`config.mk`:
```
export PLATFORM = sky130hd
export DESIGN_NAME = fault_supervisor
export DESIGN_NICKNAME = d
export VERILOG_FILES = /design/src/rtl/fsup_pkg.sv /design/src/rtl/fsup_tick.sv /design/src/rtl/fsup_qual.sv /design/src/rtl/fault_supervisor.sv
export SDC_FILE = /design/constraint.sdc
export NUM_CORES = 1
export LEC_CHECK = 0
export ABC_AREA = 1
export BUFFER_PORTS_ARGS = -buffer_cell sky130_fd_sc_hd__buf_2
export CAP_MARGIN = 20
export CORE_MARGIN = 10
export CORE_UTILIZATION = 39
export CTS_BUF_LIST = sky130_fd_sc_hd__clkbuf_2 sky130_fd_sc_hd__clkbuf_4 sky130_fd_sc_hd__clkbuf_8
export CTS_CLUSTER_DIAMETER = 150
export DETAILED_ROUTE_END_ITERATION = 10
export MAX_ROUTING_LAYER = met4
export PLACE_DENSITY = 0.52
export SYNTH_ARGS = -nofsm -noshare
export SYNTH_HDL_FRONTEND = slang
export SYNTH_SLANG_ARGS = --single-unit
export TNS_END_PERCENT = 100
```
`constraint.sdc`:
```
create_clock -name clk -period 2 [get_ports clk]
set_clock_uncertainty 0.15 [all_clocks]
set_input_delay 0.2 -clock clk [delete_from_list [all_inputs] [get_ports clk]]
set_output_delay 0.2 -clock clk [all_outputs]
set_load 0.005 [all_outputs]
```
`src/rtl/fsup_pkg.sv`:
```
package fsup_pkg;

    typedef enum logic [2:0] {
        CAUSE_NONE   = 3'd0,
        CAUSE_OTP    = 3'd1,
        CAUSE_OVP_HI = 3'd2,
        CAUSE_OVP_SS = 3'd3,
        CAUSE_UV     = 3'd4,
        CAUSE_OLOAD  = 3'd5,
        CAUSE_EXT    = 3'd6
    } cause_e;

    typedef enum logic [1:0] {
        ST_IDLE,
        ST_RUN,
        ST_AR_LOW,
        ST_AR_HIGH
    } sup_state_e;

    typedef struct packed {
        logic otp;
        logic ovp_hi;
        logic ovp_ss;
        logic uv;
        logic oload;
        logic ext;
    } fault_vec_t;

    function automatic int unsigned imax(input int unsigned a, input int unsigned b);
        return (a > b) ? a : b;
    endfunction

    // Fixed priority, most severe first
    function automatic cause_e pick_cause(input fault_vec_t f);
        if (f.otp)         return CAUSE_OTP;
        else if (f.ovp_hi) return CAUSE_OVP_HI;
        else if (f.ovp_ss) return CAUSE_OVP_SS;
        else if (f.uv)     return CAUSE_UV;
        else if (f.oload)  return CAUSE_OLOAD;
        else if (f.ext)    return CAUSE_EXT;
        else               return CAUSE_NONE;
    endfunction

endpackage

```
`src/rtl/fsup_tick.sv`:
```
module fsup_tick #(
    parameter int unsigned TICK_DIV = 100
) (
    input  logic clk,
    input  logic rst,
    output logic tick
);
    localparam int unsigned PW = (TICK_DIV > 1) ? $clog2(TICK_DIV) : 1;
    localparam logic [PW-1:0] LAST = PW'(TICK_DIV - 1);

    logic [PW-1:0] pcnt;

    always_ff @(posedge clk) begin
        if (rst || pcnt == LAST) pcnt <= '0;
        else                     pcnt <= pcnt + 1'b1;
    end

    assign tick = (pcnt == LAST);
endmodule

```
`src/rtl/fsup_qual.sv`:
```
module fsup_qual #(
    parameter int unsigned LIMIT = 30,
    parameter int unsigned CW    = 8
) (
    input  logic clk,
    input  logic rst,
    input  logic tick,
    input  logic cond,
    output logic done
);
    localparam logic [CW-1:0] LIM_W = CW'(LIMIT);

    logic [CW-1:0] cnt;

    // Saturating tick counter, cleared the moment the condition drops
    always_ff @(posedge clk) begin
        if (rst || !cond)             cnt <= '0;
        else if (tick && cnt != LIM_W) cnt <= cnt + 1'b1;
    end

    assign done = cond && (cnt == LIM_W);
endmodule

```
`src/rtl/fault_supervisor.sv`:
```
module fault_supervisor
    import fsup_pkg::*;
#(
    parameter int unsigned TICK_DIV  = 100,
    parameter int unsigned T_OL_WIN  = 20000,
    parameter int unsigned T_SPIKE   = 30,
    parameter int unsigned T_OVP_HI  = 150,
    parameter int unsigned T_UV      = 10030,
    parameter int unsigned T_EXT_INH = 1000
) (
    input  logic       clk,
    input  logic       rst,
    input  logic       fb_high,
    input  logic       ramp_high,
    input  logic       ramp_low,
    input  logic       supply_ov_lo,
    input  logic       supply_ov_hi,
    input  logic       supply_uv,
    input  logic       supply_on,
    input  logic       over_temp,
    input  logic       softstart,
    input  logic       burst,
    output logic       gate_stop,
    output logic       clamp_rel,
    output logic       ar_state,
    output logic [2:0] ar_cause
);
    localparam int unsigned TMAX = imax(imax(imax(T_OL_WIN, T_SPIKE), imax(T_OVP_HI, T_UV)), T_EXT_INH);
    localparam int unsigned CW   = $clog2(TMAX + 1);

    sup_state_e state;
    cause_e     cause_q;
    fault_vec_t faults;
    logic       tick, in_run;
    logic       ol_win_c, ol_win_d, ol_spk_c, ol_spk_d;
    logic       ovss_c, ovss_d, ovhi_c, ovhi_d;
    logic       otp_c, otp_d, uv_c, uv_d;
    logic       inh_d, ext_now, ext_d;

    fsup_tick #(.TICK_DIV(TICK_DIV)) u_tick (.clk(clk), .rst(rst), .tick(tick));

    assign in_run   = (state == ST_RUN);
    assign ol_win_c = in_run && fb_high;
    assign ol_spk_c = ol_win_d && ramp_high;
    assign ovss_c   = in_run && supply_ov_lo && fb_high && softstart;
    assign ovhi_c   = in_run && supply_ov_hi && !burst;
    assign otp_c    = in_run && over_temp;
    assign uv_c     = in_run && supply_uv;
    assign ext_now  = inh_d && ramp_low;

    fsup_qual #(.LIMIT(T_OL_WIN),  .CW(CW)) u_ol_win (.clk(clk), .rst(rst), .tick(tick), .cond(ol_win_c), .done(ol_win_d));
    fsup_qual #(.LIMIT(T_SPIKE),   .CW(CW)) u_ol_spk (.clk(clk), .rst(rst), .tick(tick), .cond(ol_spk_c), .done(ol_spk_d));
    fsup_qual #(.LIMIT(T_SPIKE),   .CW(CW)) u_ovss   (.clk(clk), .rst(rst), .tick(tick), .cond(ovss_c),   .done(ovss_d));
    fsup_qual #(.LIMIT(T_OVP_HI),  .CW(CW)) u_ovhi   (.clk(clk), .rst(rst), .tick(tick), .cond(ovhi_c),   .done(ovhi_d));
    fsup_qual #(.LIMIT(T_SPIKE),   .CW(CW)) u_otp    (.clk(clk), .rst(rst), .tick(tick), .cond(otp_c),    .done(otp_d));
    fsup_qual #(.LIMIT(T_UV),      .CW(CW)) u_uv     (.clk(clk), .rst(rst), .tick(tick), .cond(uv_c),     .done(uv_d));
    fsup_qual #(.LIMIT(T_EXT_INH), .CW(CW)) u_inh    (.clk(clk), .rst(rst), .tick(tick), .cond(in_run),   .done(inh_d));
    fsup_qual #(.LIMIT(T_SPIKE),   .CW(CW)) u_ext    (.clk(clk), .rst(rst), .tick(tick), .cond(ext_now),  .done(ext_d));

    always_comb begin
        faults.otp    = otp_d;
        faults.ovp_hi = ovhi_d;
        faults.ovp_ss = ovss_d;
        faults.uv     = uv_d;
        faults.oload  = ol_spk_d;
        faults.ext    = ext_d;
    end

    always_ff @(posedge clk) begin
        if (rst) begin
            state   <= ST_IDLE;
            cause_q <= CAUSE_NONE;
        end else begin
            unique case (state)
                ST_IDLE:    if (supply_on) state <= ST_RUN;
                ST_RUN:     if (|faults) begin
                                state   <= ST_AR_LOW;
                                cause_q <= pick_cause(faults);
                            end
                ST_AR_LOW:  if (supply_uv) state <= ST_AR_HIGH;
                ST_AR_HIGH: if (supply_on) state <= ST_RUN;
                default:    state <= ST_IDLE;
            endcase
        end
    end

    assign gate_stop = !in_run || ext_now;
    assign clamp_rel = ol_win_d;
    assign ar_state  = (state == ST_AR_LOW) || (state == ST_AR_HIGH);
    assign ar_cause  = cause_q;
endmodule

```
# ---- After elaboration in Yosys (flattened, before gate mapping)
# Cells that the tools add are included.
dict set report totals {
  memories 0
  elab_cells 104
  latch_bits 0
  out_inout_bits 6
  reg_bits 132
  inputBits 12
  romBits 0
  ram_bits 0
}
dict set report op_classes {
  n_div 0
  mul 0
  mux 10
  order_cmp 0
  reduce_logical 51
  eq_ne 23
  add_sub_neg 9
  shift 0
  n_bitwise 0
}
# operator count
set ops {}
lappend ops {{$add 15x1->15 const B} 8}
lappend ops {{$eq 15x5->1 const B} 4}
lappend ops {{$ne 15x5->1 const B} 4}
lappend ops {{$logic_and 1x1->1} 26}
lappend ops {{$mux 3} 6}
lappend ops {{$eq 15x10->1 const B} 1}
lappend ops {{$eq 15x14->1 const B} 1}
lappend ops {{$eq 15x15->1 const B} 1}
lappend ops {{$eq 15x8->1 const B} 1}
lappend ops {{$ne 15x10->1 const B} 1}
lappend ops {{$ne 15x14->1 const B} 1}
lappend ops {{$ne 15x15->1 const B} 1}
lappend ops {{$ne 15x8->1 const B} 1}
lappend ops {{$logic_or 1x1->1} 11}
lappend ops {{$logic_not 1->1} 9}
lappend ops {{$add 7x1->7 const B} 1}
lappend ops {{$eq 7x7->1 const B} 1}
lappend ops {{$mux 2} 3}
lappend ops {{$pmux 2 s3} 1}
lappend ops {{$reduce_or 6->1} 1}
lappend ops {{$eq 2x2->1 const B} 2}
lappend ops {{$ne 2x1->1 const B} 2}
lappend ops {{$reduce_and 3->1} 1}
lappend ops {{$eq 2x1->1 const B} 1}
lappend ops {{4 further kinds} 4}

# ---- Logic depth before layout (Yosys ltp)
dict set report logic_depth {
  word_depth 10
  depth_mapped 13
  depth_no_buf 13
}

# ---- By module
# From an unflattened synthesis, not the netlist that was laid out.
dict set report hier_totals {
  hier_cells 1412
  hier_area_um2 8954.8
}
# module seq_area_each_um2 n_inst cells_each area_each_um2
set modules_own_cells {}
lappend modules_own_cells {{fsup_qual at u_ext ...} 300.3 4 154 964.7}
lappend modules_own_cells {{fsup_qual at u_inh} 300.3 1 169 1097.3}
lappend modules_own_cells {{fsup_qual at u_ol_win} 300.3 1 164 1096.1}
lappend modules_own_cells {{fsup_qual at u_ovhi} 300.3 1 173 1064.8}
lappend modules_own_cells {{fsup_qual at u_uv} 300.3 1 166 1039.7}
lappend modules_own_cells {fault_supervisor 100.1 1 73 431.7}
lappend modules_own_cells {fsup_tick 140.1 1 51 366.6}

# ---- Worst setup path before layout
# Ideal clock, no wire load.
dict set report synth_path {
  path_kind {reg2reg}
  start {register u_tick.pcnt[0]}
  end {register u_ext.cnt[13]}
  t_arrival_ps 1583
  period_less_slack_ps 1848
  setup_time_ps 115
  path_slack_ps 152
  n_path_buf 0
  path_stages_with_launch 11
  t_required_ps 1735
  path_cell_list {dfxtp_1 > ha_1 > nand2_2 > nor2_8 > inv_8 > nor2_4 > nand2_4 > nor3_4 > nand2_1 > o21ai_1 > nor2_1}
}
dict set report synth_via {
  elab_chain_cells 2
}
# item line_no
set synth_rtl {}
lappend synth_rtl {{start: declaration} fsup_tick.sv:11} ;# logic [PW-1:0] pcnt;
lappend synth_rtl {{start signal: assignment} fsup_tick.sv:15} ;# else pcnt <= pcnt + 1'b1;
lappend synth_rtl {{$eq 7x7->1} fsup_tick.sv:18} ;# assign tick = (pcnt == LAST);
lappend synth_rtl {{$logic_and 1x1->1} fsup_qual.sv:18} ;# else if (tick && cnt != LIM_W) cnt <= cnt + 1'b1;
lappend synth_rtl {{end signal: assignment} fsup_qual.sv:18}
lappend synth_rtl {{end: declaration} fsup_qual.sv:13} ;# logic [CW-1:0] cnt;
# Every way passes these cells.
# A chain may end at the register's enable or synchronous reset.

# ---- Worst setup path after layout
dict set report layout_path {
  start {register state[1]}
  end {output clamp_rel}
}
dict set report layout_via {
  elab_chain_cells 3
}
# item line_no
set layout_rtl {}
lappend layout_rtl {{start: declaration} fault_supervisor.sv:31} ;# sup_state_e state;
lappend layout_rtl {{start signal: assignment} fault_supervisor.sv:71} ;# state <= ST_IDLE;
lappend layout_rtl {{start signal: assignment} fault_supervisor.sv:75} ;# ST_IDLE: if (supply_on) state <= ST_RUN;
lappend layout_rtl {{start signal: assignment} fault_supervisor.sv:77} ;# state <= ST_AR_LOW;
lappend layout_rtl {{$eq 2x1->1} fault_supervisor.sv:42} ;# assign in_run = (state == ST_RUN);
lappend layout_rtl {{$logic_and 1x1->1} fault_supervisor.sv:43} ;# assign ol_win_c = in_run && fb_high;
lappend layout_rtl {{$logic_and 1x1->1} fsup_qual.sv:21} ;# assign done = cond && (cnt == LIM_W);
lappend layout_rtl {{end: declaration} fault_supervisor.sv:24} ;# output logic clamp_rel,
# Every way passes these cells.

==> impl_metrics.py <==
metrics = {
    "yosys": {
        "netlist_area_um2": 7480,
        "async_reset_ff_share_pct": 0,
        "avgSynthCellArea_um2": 6.65,
        "syn_inst": 1124,
        "synth_edf_count": 0,
        "synth_seq_cells": 132,
        "postSynthNetCount": 1156,
        "yosysWarnings": 0,
        "synthFlopType": "dfxtp_1",
        "ys_seq_area_share_pct": 35.3,
        "yosysUniqueCellTypes": 44,
    },
    "global_route": {
        "grt_max_degree": 17,
        "grt_pass1_wl_um": 31300,
        "grt_usage_pct": 15.7,
        "grt_pass1_vias": 6689,
        "grt_overflow": 0,
        "antenna_found_initial": 0,
    },
    "layout": {
        "drive_gt1_share_pct": 17.9,
        "n_antenna_cell": 0,
        "postLayoutCellArea_um2": 9080,
        "area_growth_pct": 21.4,
        "layout_commonest_cell": "nand2_1",
        "layout_common_cells": "nand2_1, nor2_1, inv_1, dfxtp_1, a21oi_1",
        "finalNetCount": 1271,
    },
    "sta": {
        "drv_slew": 0,
        "maxSlewHeadroom_pct": 70.8,
        "finalHoldViolCount": 0,
        "holdWs_ps": 65.7,
        "setup_viol": 0,
        "timing.final.crit_share_pct": 98.1,
        "fin_crit_ps": 1960,
        "rsz0062_at_grt": "true",
        "setup_slack_ps": 38.9,
        "fin_setup_tns_ps": 0,
        "worst_pin_slew_ps": 437,
        "timing.fmax_mhz": 510,
    },
    "place": {
        "pre_cts_ws_ps": -18.8,
        "gp_congestion": 0.836,
        "placement.cell_area_um2": 8390,
        "io_buffers": 17,
        "dp_hpwl_um": 14100,
    },
    "die": {
        "die_x_um": 158,
        "num_rows": 50,
        "io_pins": 18,
        "dieHeight_um": 158,
        "initial_core_util_pct": 39.8,
        "die_area_um2": 25100,
        "core_area_um2": 18800,
    },
    "critical_path": {
        "worstSetupStartpointType": "flop",
        "worst_r2r_endpoint": "u_uv.cnt[4]",
        "worstSetupEndpointType": "primary output",
        "critPathKind": "reg -> out",
        "rr_startpoint": "u_uv.cnt[2]",
        "cp_slowest_stage_delay_ps": 340,
        "r2r_slack_ps": 40,
        "rr_worst_depth": 9,
        "crit_fanout": 6,
        "required_ps": 1650,
        "crit_chain": "inv_1 > ha_4 > nand2_2 > nor3_4 > buf_4 > buf_6",
        "cp_slowest_cell": "dfxtp_2",
        "arrival_ps": 1610,
    },
    "route": {
        "vias": 7261,
        "finalWirelength_um": 18700,
        "viasPerCell": 4.90,
        "ant_nets": 0,
        "firstDrtPassIters": 5,
        "drt_iter0_drc": 311,
        "drc": 0,
        "wl_per_cell_um": 12.6,
    },
    "power_and_ir_drop": {
        "combPwrFrac_pct": 8.1,
        "leakagePower_nw": 3.32,
        "power_mw": 5.21,
        "internal_power_mw": 3.93,
        "sw_frac_of_total_pct": 24.6,
        "p_per_area_nw_per_um2": 574,
        "pwr-share-seq_pct": 51.3,
        "switching_power_mw": 1.28,
        "clkPwrFrac_pct": 40.6,
        "vdd_drop_max_mv": 0.432,
    },
    "cts": {
        "numCtsBuffers": 17,
        "cts_max_level": 4,
        "clk_latency_ps": 440,
        "cts.path.max_buffers": 2,
        "cts_root_buf": "clkbuf_8",
        "cts_num_sinks": 132,
        "clk_pin_slew_ps": 70,
        "cts_tree": "yes",
    },
    "min_path": {
        "hp-start": "ramp_high",
        "worstHoldPathCells": 5,
        "hold_end": "u_ol_spk.cnt[1]",
        "hold_class": "in -> reg",
    },
    "job": {
        "maxCapViolCount": 0,
    },
    "status": {
        "status": "complete, no violations",
    },
}
how the worst max path moves through the flow:
stage	startpoint	end	slack [ps]	cells after the start
final	state[1]	clamp_rel	40	6
after global routing	u_ol_win.cnt[4]	clamp_rel	-70	7
after CTS	u_ol_win.cnt[1]	clamp_rel	-100	8
after detailed placement	state[1]	u_ol_spk.cnt[6]	-20	9
after global placement	state[1]	state[1]	30	11
after floorplan	u_tick.pcnt[0]	u_ext.cnt[13]	150	10
final cells by class:
type,instances,area (um^2)
multi-input cells,826,4390
clock inverters,5,52.6
fillers,2014,9690
inverters,155,589
well taps,234,293
clock buffers,24,305
repair buffers,107,796
flip-flops and latches,132,2660
flip-flops by register name, indices dropped and copies added (netlist names), 15 cells and up:
signal	cells
u_ext.cnt	15
u_inh.cnt	15
u_ol_spk.cnt	15
u_ol_win.cnt	15
u_otp.cnt	15
u_ovhi.cnt	15
u_ovss.cnt	15
u_uv.cnt	15
routing by layer:
layer	track usage (%)	vias to the layer above	share of wire (%)
li1	-	3885	-
met1	20.2	3235	49
met2	24.4	123	46
met3	3.64	18	4.6
met4	4.23	0	1.2
met5	-	-	0
cells by family (layout without fill, tap and decap cells):
group           count (synthesis)  count (layout)  synth area share [%]
compound gates                163             163                  11.6
xor+xnor                       29              29                  3.40
fa+ha+maj                      20              20                  3.35
buf+inv                       166             291                  8.60
flops                         132             132                  35.3
simple gates                  614             614                  37.7
through the flow:
step / util (%) / cells
2_1_floorplan: - / 1124
3_3_place_gp: 44.7 / 1442
3_5_place_dp: 44.7 / 1442
4_1_cts: 47.0 / 1474
5_1_grt: 48.4 / 1483
6_report: 48.4 / 1483
critical path: cells and delay by family (launching register included):
kind / cells / cell delay (ps)
fa+ha+maj: 1 / 190
simple gates: 2 / 330
buf+inv: 3 / 330
flops: 1 / 340
power groups by stage:
| stage | registers [mW] | clock network [mW] | logic, mW |
|---|---|---|---|
| finish | 2.67 | 2.12 | 0.421 |
| global route | 2.68 | 2.32 | 0.479 |
| CTS | 2.67 | 2.20 | 0.413 |
| detailed placement | 2.72 | 0 | 0.396 |
| global placement | 2.72 | 0 | 0.394 |
| floorplan | 2.72 | 0 | 0.224 |
Yosys cell counts, types with 8 or more instances:
library cell	count	area share, %
a21oi_1	103	6.9
dfxtp_1	132	35
ha_1	20	3.3
inv_1	150	7.5
nand2_1	253	13
nand3_1	78	5.2
nand4_1	31	2.6
nor2_1	156	7.8
nor3_1	37	2.5
nor3_2	8	1.1
o21ai_0	40	2.7
xnor2_1	9	1.1
xor2_1	20	2.3
repair_timing:
action / CTS / global route
setup buffers: 2 / 9
endpoints found under the setup margin: 10 / 47
hold endpoints to repair: 2 / 0
gates resized for setup: 16 / 63
pin swaps: 7 / 17
hold buffers: 1 / 0
No activity file was read; power rests on OpenSTA's default activity.
